--- src/rtl/scp_pkg.sv ---
package scp_pkg;

  localparam int BYTE_W = 8;

  typedef enum logic [2:0] {
    RA_CTRL  = 3'd0,
    RA_DIR   = 3'd1,
    RA_LATCH = 3'd2,
    RA_RXG   = 3'd3,
    RA_TXG   = 3'd4,
    RA_HYB   = 3'd5,
    RA_RSV6  = 3'd6,
    RA_RSV7  = 3'd7
  } reg_addr_e;

  // control byte defaults: power-down set, amplifier off, non-delayed timing
  localparam logic [BYTE_W-1:0] CTRL_DEFAULT = 8'h01;

  function automatic logic addr_writable(input logic [2:0] a);
    return a <= 3'd5;
  endfunction

  function automatic logic [2:0] instr_addr(input logic [BYTE_W-1:0] ins);
    return ins[3:1];
  endfunction

  function automatic logic instr_is_read(input logic [BYTE_W-1:0] ins);
    return ins[0];
  endfunction

endpackage

--- src/rtl/scp_sync.sv ---
module scp_sync #(
  parameter int W = 1,
  parameter int STAGES = 2,
  parameter logic [W-1:0] RST_VAL = '0
) (
  input  logic         clk,
  input  logic         rst_n,
  input  logic [W-1:0] d,
  output logic [W-1:0] q
);
  logic [W-1:0] st [STAGES];

  always_ff @(posedge clk or negedge rst_n) begin
    if (!rst_n) begin
      for (int i = 0; i < STAGES; i++) st[i] <= RST_VAL;
    end else begin
      st[0] <= d;
      for (int i = 1; i < STAGES; i++) st[i] <= st[i-1];
    end
  end

  assign q = st[STAGES-1];
endmodule

--- src/rtl/scp_shifter.sv ---
module scp_shifter
  import scp_pkg::*;
#(
  parameter int INSTR_BITS = 8,
  parameter int FRAME_BITS = 16
) (
  input  logic              clk,
  input  logic              rst_n,
  input  logic              clr,
  input  logic              sclk_s,
  input  logic              csn_s,
  input  logic              sdi_s,
  input  logic [BYTE_W-1:0] rd_data,
  output logic              instr_valid,
  output logic [2:0]        rd_addr,
  output logic              wr_en,
  output logic [2:0]        wr_addr,
  output logic [BYTE_W-1:0] wr_data,
  output logic              sdo,
  output logic              sdo_oe
);
  localparam int CNT_W = $clog2(FRAME_BITS + 2);
  localparam logic [CNT_W-1:0] CNT_SAT   = CNT_W'(FRAME_BITS + 1);
  localparam logic [CNT_W-1:0] CNT_INSTR = CNT_W'(INSTR_BITS);
  localparam logic [CNT_W-1:0] CNT_FRAME = CNT_W'(FRAME_BITS);

  logic sclk_d, csn_d;
  logic sclk_rise, sclk_fall, cs_fall, cs_rise, active;
  logic [CNT_W-1:0]  bit_cnt;
  logic [BYTE_W-1:0] shreg, out_sh, instr_next;
  logic              is_rd_q;
  logic [2:0]        addr_q;
  logic              sdo_q;

  always_ff @(posedge clk or negedge rst_n) begin
    if (!rst_n) begin
      sclk_d <= 1'b0;
      csn_d  <= 1'b1;
    end else begin
      sclk_d <= sclk_s;
      csn_d  <= csn_s;
    end
  end

  assign sclk_rise  = sclk_s & ~sclk_d;
  assign sclk_fall  = ~sclk_s & sclk_d;
  assign cs_fall    = ~csn_s & csn_d;
  assign cs_rise    = csn_s & ~csn_d;
  assign active     = ~csn_s;
  assign instr_next = {shreg[BYTE_W-2:0], sdi_s};

  assign instr_valid = active && sclk_rise && !clr && (bit_cnt == CNT_INSTR - 1'b1);
  assign rd_addr     = instr_addr(instr_next);

  always_ff @(posedge clk or negedge rst_n) begin
    if (!rst_n) begin
      bit_cnt <= '0;
      shreg   <= '0;
      is_rd_q <= 1'b0;
      addr_q  <= '0;
      out_sh  <= '0;
      sdo_q   <= 1'b0;
    end else if (clr) begin
      bit_cnt <= CNT_SAT;
      is_rd_q <= 1'b0;
      sdo_q   <= 1'b0;
    end else begin
      if (cs_fall) begin
        bit_cnt <= '0;
        is_rd_q <= 1'b0;
      end else if (active && sclk_rise) begin
        if (bit_cnt != CNT_SAT) bit_cnt <= bit_cnt + 1'b1;
        shreg <= instr_next;
      end
      if (instr_valid) begin
        is_rd_q <= instr_is_read(instr_next);
        addr_q  <= instr_addr(instr_next);
        out_sh  <= rd_data;
      end
      if (active && sclk_fall && bit_cnt >= CNT_INSTR && bit_cnt < CNT_FRAME) begin
        sdo_q  <= out_sh[BYTE_W-1];
        out_sh <= {out_sh[BYTE_W-2:0], 1'b0};
      end
    end
  end

  assign wr_en   = cs_rise && !clr && (bit_cnt == CNT_FRAME) && !is_rd_q;
  assign wr_addr = addr_q;
  assign wr_data = shreg;
  assign sdo     = sdo_q;
  assign sdo_oe  = active && is_rd_q && (bit_cnt >= CNT_INSTR);


  idle_hold_chk: assert property (@(posedge clk) disable iff (!rst_n)
    (csn_s && !clr) |=> $stable(bit_cnt));


  oe_release_chk: assert property (@(posedge clk) disable iff (!rst_n)
    cs_rise |=> !sdo_oe);

endmodule

--- src/rtl/scp_regbank.sv ---
module scp_regbank
  import scp_pkg::*;
#(
  parameter int LATCH_W = 6
) (
  input  logic               clk,
  input  logic               rst_n,
  input  logic               clr,
  input  logic               instr_valid,
  input  logic [2:0]         rd_addr,
  input  logic               wr_en,
  input  logic [2:0]         wr_addr,
  input  logic [BYTE_W-1:0]  wr_data,
  input  logic [LATCH_W-1:0] pins_s,
  output logic [BYTE_W-1:0]  rd_data,
  output logic [BYTE_W-1:0]  ctrl_q,
  output logic [BYTE_W-1:0]  rxg_q,
  output logic [BYTE_W-1:0]  txg_q,
  output logic [BYTE_W-1:0]  hyb_q,
  output logic [LATCH_W-1:0] dir_q,
  output logic [LATCH_W-1:0] latch_q
);

  function automatic logic [LATCH_W-1:0] merge_pins(
    input logic [LATCH_W-1:0] held,
    input logic [LATCH_W-1:0] dir,
    input logic [LATCH_W-1:0] pins);
    return (held & dir) | (pins & ~dir);
  endfunction

  function automatic logic [BYTE_W-1:0] widen(input logic [LATCH_W-1:0] v);
    logic [BYTE_W-1:0] t;
    t = '0;
    t[LATCH_W-1:0] = v;
    return t;
  endfunction

  logic [LATCH_W-1:0] latch_view;
  assign latch_view = merge_pins(latch_q, dir_q, pins_s);

  always_ff @(posedge clk or negedge rst_n) begin
    if (!rst_n) begin
      ctrl_q  <= CTRL_DEFAULT;
      rxg_q   <= '0;
      txg_q   <= '0;
      hyb_q   <= '0;
      dir_q   <= '0;
      latch_q <= '0;
    end else if (clr) begin
      ctrl_q  <= CTRL_DEFAULT;
      rxg_q   <= '0;
      txg_q   <= '0;
      hyb_q   <= '0;
      dir_q   <= '0;
      latch_q <= '0;
    end else if (wr_en && addr_writable(wr_addr)) begin
      unique case (reg_addr_e'(wr_addr))
        RA_CTRL:  ctrl_q  <= wr_data;
        RA_DIR:   dir_q   <= wr_data[LATCH_W-1:0];
        RA_LATCH: latch_q <= wr_data[LATCH_W-1:0];
        RA_RXG:   rxg_q   <= wr_data;
        RA_TXG:   txg_q   <= wr_data;
        RA_HYB:   hyb_q   <= wr_data;
        default:  ;
      endcase
    end else if (instr_valid) begin
      latch_q <= latch_view;
    end
  end

  always_comb begin
    unique case (reg_addr_e'(rd_addr))
      RA_CTRL:  rd_data = ctrl_q;
      RA_DIR:   rd_data = widen(dir_q);
      RA_LATCH: rd_data = widen(latch_view);
      RA_RXG:   rd_data = rxg_q;
      RA_TXG:   rd_data = txg_q;
      RA_HYB:   rd_data = hyb_q;
      default:  rd_data = '0;
    endcase
  end


  dir_commit_chk: assert property (@(posedge clk) disable iff (!rst_n)
    (wr_en && !clr && wr_addr == RA_DIR) |=> dir_q == $past(wr_data[LATCH_W-1:0]));


  mr_default_chk: assert property (@(posedge clk) disable iff (!rst_n)
    clr |=> (ctrl_q == CTRL_DEFAULT && rxg_q == '0 && txg_q == '0 &&
             hyb_q == '0 && dir_q == '0 && latch_q == '0));


  pin_capture_chk: assert property (@(posedge clk) disable iff (!rst_n)
    (instr_valid && !wr_en && !clr) |=> ((latch_q & ~dir_q) == $past(pins_s & ~dir_q)));

endmodule

--- src/rtl/ctl_serial_port.sv ---
module ctl_serial_port
  import scp_pkg::*;
#(
  parameter int LATCH_W = 6,
  parameter int SYNC_STAGES = 2
) (
  input  logic               clk,
  input  logic               rst_n,
  input  logic               mr,
  input  logic               sclk,
  input  logic               cs_n,
  input  logic               sdi,
  output logic               sdo,
  output logic               sdo_oe,
  input  logic [LATCH_W-1:0] lat_in,
  output logic [LATCH_W-1:0] lat_out,
  output logic [LATCH_W-1:0] lat_oe,
  output logic [BYTE_W-1:0]  ctrl_byte,
  output logic [BYTE_W-1:0]  rx_gain,
  output logic [BYTE_W-1:0]  tx_gain,
  output logic [BYTE_W-1:0]  hyb_bal
);
  logic sclk_s, csn_s, sdi_s;
  logic [LATCH_W-1:0] pins_s;
  logic instr_valid, wr_en;
  logic [2:0] rd_addr, wr_addr;
  logic [BYTE_W-1:0] rd_data, wr_data;
  logic [LATCH_W-1:0] dir_q, latch_q;

  scp_sync #(.W(3), .STAGES(SYNC_STAGES), .RST_VAL(3'b010)) u_sync_ser (
    .clk(clk), .rst_n(rst_n),
    .d({sclk, cs_n, sdi}), .q({sclk_s, csn_s, sdi_s}));

  scp_sync #(.W(LATCH_W), .STAGES(SYNC_STAGES), .RST_VAL('0)) u_sync_pins (
    .clk(clk), .rst_n(rst_n), .d(lat_in), .q(pins_s));

  scp_shifter u_shift (
    .clk(clk), .rst_n(rst_n), .clr(mr),
    .sclk_s(sclk_s), .csn_s(csn_s), .sdi_s(sdi_s),
    .rd_data(rd_data), .instr_valid(instr_valid), .rd_addr(rd_addr),
    .wr_en(wr_en), .wr_addr(wr_addr), .wr_data(wr_data),
    .sdo(sdo), .sdo_oe(sdo_oe));

  scp_regbank #(.LATCH_W(LATCH_W)) u_regs (
    .clk(clk), .rst_n(rst_n), .clr(mr),
    .instr_valid(instr_valid), .rd_addr(rd_addr),
    .wr_en(wr_en), .wr_addr(wr_addr), .wr_data(wr_data),
    .pins_s(pins_s), .rd_data(rd_data),
    .ctrl_q(ctrl_byte), .rxg_q(rx_gain), .txg_q(tx_gain), .hyb_q(hyb_bal),
    .dir_q(dir_q), .latch_q(latch_q));

  assign lat_oe  = dir_q;
  assign lat_out = latch_q;


  undriven_after_reset_chk: assert property (@(posedge clk) disable iff (!rst_n)
    mr |=> lat_oe == '0);

endmodule

--- config.mk ---
export PLATFORM = sky130hd
export DESIGN_NAME = ctl_serial_port
export DESIGN_NICKNAME = d
export VERILOG_FILES = /design/src/rtl/scp_pkg.sv /design/src/rtl/scp_sync.sv /design/src/rtl/scp_shifter.sv /design/src/rtl/scp_regbank.sv /design/src/rtl/ctl_serial_port.sv
export SDC_FILE = /design/constraint.sdc
export NUM_CORES = 1
export LEC_CHECK = 0
export BUFFER_PORTS_ARGS = -buffer_cell sky130_fd_sc_hd__buf_2
export CAP_MARGIN = 20
export CORE_MARGIN = 4
export CORE_UTILIZATION = 57
export DETAILED_ROUTE_END_ITERATION = 16
export GPL_ROUTABILITY_DRIVEN = 0
export GPL_TIMING_DRIVEN = 0
export HOLD_SLACK_MARGIN = 0.02
export PLACE_DENSITY_LB_ADDON = 0.25
export SYNTH_ARGS = -nofsm -noshare
export SYNTH_HDL_FRONTEND = slang
export SYNTH_SLANG_ARGS = --single-unit
--- constraint.sdc ---
create_clock -name clk -period 2.66 [get_ports clk]
set_input_delay 0.532 -clock clk [delete_from_list [all_inputs] [get_ports clk]]
set_output_delay 0.532 -clock clk [all_outputs]
set_load 0.05 [all_outputs]
==> metrics.csv <==
metric,value,unit
RSZ-0062 raised after global routing,no,
register bit total from synthesis,90,
root buffer cell,clkbuf_8,
area share of the largest cell type after synthesis,53.2,%
met3 routed WL,666,um
most common cell in the netlist,dfrtp_1,
CP peak stage delay,610,ps
total gr overflow,0,
post-detail-place hpwl,6910,um
Die Ht,92.3,um
Worst-Skew Late Latency,360,ps
# port buffers,57,
Non-Filler Instances,518,
async set-reset flop share out of synthesis,100,%
Hold Buf Count CTS,0,
CP required,2890,ps
# diodes,0,
"top cells by count, synth","dfrtp_1, mux2i_1, nor2_1",
"EDFF count, synth",0,
Final #Nets,432,
"Cell Chain, Critical Path",inv_1 -> ha_1 -> nor4bb_1 -> clkbuf_1 -> nand4_1 -> mux2i_1 -> nor2_1,
vias in the first global route,3069,
Hold Crit Class,primary input to asynchronous set/reset pin,
Post-CTS Setup Inserts,0,
total wire length,9930,um
highest routing layer actually used,met4,
Ports,58,
Detail Route Antenna Nets,0,
Mapped Cells,347,
synth unique cells,48,
"area leader, netlist",dfrtp_1,
Final Cycle Share,89.6,%
Initial DRC Count,307,
clock sinks,90,
synthesized area per cell,11.7,um2
Yosys warnings,0,
CTS max path bufs,2,
H-tree levels,3,
worst setup path class,register to register,
arrival time worst endpoint,2620,ps
"Hold Vio Cnt, Final",0,
DRC Markers,0,
"CP delay by family, top",simple AND/OR/NAND/NOR gates,
final worst path period need,2380,ps
Fmax,420,MHz
nature of the critical path endpoint,register,
Placement Rows,30,
fraction of layout cells with a size suffix above 1,24.2,%
TritonCTS buffer count,9,
Power Dens Cells,584,mW/mm2
setup_tns,0,ps
Crit path buffers/inverters,2,
TritonCTS clock tree,yes,
LEAKAGE,2.51,nW
Layout area overhead,15.5,%
Vias/cell,5.88,
Crit Path Max Fanout,8,
Placed Cells,502,
Synth Flop Type,dfrtp_1,
slowest CP cell,nand4_1,
top post-synthesis cells by area,"dfrtp_1, mux2i_1, nor2_1",
initial core utilization,59.2,%
GRT Overall Usage,24.7,%
met2 wire len,4670,um
DR vias,3046,
final cell utilization of the core,68.4,%
initial antenna violation count,0,
Worst Tran Pin Value,704,ps
post-synth net total,362,
Final Setup Violations,0,
Pins Over Slew Limit,0,
core area,0.00683,mm2
maxcap violations,0,
run status,finished clean,
Fin Clk Skew,5.58,ps
Worst Setup Start Kind,register,
first-pass GRT wire length,16200,um
sequential fraction of the synthesis area,55.8,%
largest net degree at the start of global routing,48,
Peak VDD IR,0.392,mV
Worst slew margin,52.9,%
wire per inst,19.2,um
PostCTS Resize Cnt,0,
"Clk pin slew, worst setup/hold paths",90,ps
Die Area,0.00851,mm2
Post-Syn Area,0.00405,mm2
DR pass1 iterations,5,
WL met1,4370,um
DIE WIDTH,92.3,um
-- flip-flops by register name (all words and copies together), names as in the netlist, 8 cells and up --
signal           count
u_regs.ctrl_q        8
u_regs.txg_q         8
u_regs.rxg_q         8
u_shift.out_sh       8
u_regs.hyb_q         8
u_shift.wr_data      8
-- final cells by class --
| type | instances | area [um2] |
|---|---|---|
| clock buffer | 9 | 124 |
| tap | 96 | 120 |
| buffer | 18 | 83.8 |
| clock inverter | 7 | 61.3 |
| inverter | 6 | 22.5 |
| timing repair buffer | 59 | 320 |
| sequential | 90 | 2260 |
| fill | 551 | 2160 |
| multi-input combinational | 233 | 1680 |
-- metrics by stage --
step	hold slack [ps]	worst slack, ps	power [mW]	instance area (um2)
detailed placement	335	343	1.85	4490
CTS	178	330	2.73	4670
global route	202	69.8	2.83	4670
floorplan	236	449	1.70	4050
finish	167	277	2.73	4670
global placement	333	277	1.83	4450
-- final timing paths --
check | from | endpoint | slack, ps | cells after the start
max in group asynchronous | rst_n | u_sync_ser.st[4] | 1810 | 2
min in group clk | cs_n | u_sync_ser.st[4] | 260 | 1
setup / recovery | u_shift.bit_cnt[0] | u_regs.hyb_q[6] | 280 | 7
hold reg to reg | u_sync_pins.st[10] | u_sync_pins.q[4] | 360 | 0
hold / removal | rst_n | u_shift.bit_cnt[1] | 170 | 1
setup reg to reg | u_shift.bit_cnt[0] | u_regs.hyb_q[6] | 280 | 7
-- power breakdown --
group	switching (mW)	leakage, nW	total [mW]	internal (mW)
registers	0.0405	1.19	1.45	1.41
clock network	0.538	0.0940	0.898	0.360
logic	0.258	1.23	0.380	0.122
total	0.836	2.51	2.73	1.89
-- layout by cell type, fill, tap and decap left out, drive strengths merged, types with 4 or more instances in the layout --
cell / netlist / final
a21o: 4 / 4
a21oi: 6 / 6
a221o: 13 / 13
and4: 6 / 6
buf: 4 / 63
clkbuf: 14 / 23
dfrtp: 86 / 86
dfstp: 4 / 4
inv: 6 / 10
mux2: 12 / 12
mux2i: 55 / 55
nand2: 15 / 15
nand4: 7 / 7
nor2: 53 / 53
nor2b: 5 / 5
o21ai: 11 / 11
o22ai: 6 / 6
-- routing by layer --
metal	track usage (%)	vias up
met3	5.82	22
met1	34.4	1516
met2	38.3	123
met4	8.42	0
met5	0	-
li1	-	1385
-- cell families after synthesis --
family                     share of synthesized area [%]
and+or+nand+nor                                     13.8
DFF                                                 55.8
muxes                                               16.9
AOI/OAI and AO/OA                                   9.46
buffers and inverters                               2.63
adders and majority gates                          0.927
xor gates and xnor gates                           0.433
Power figures use the tool's default switching activity.
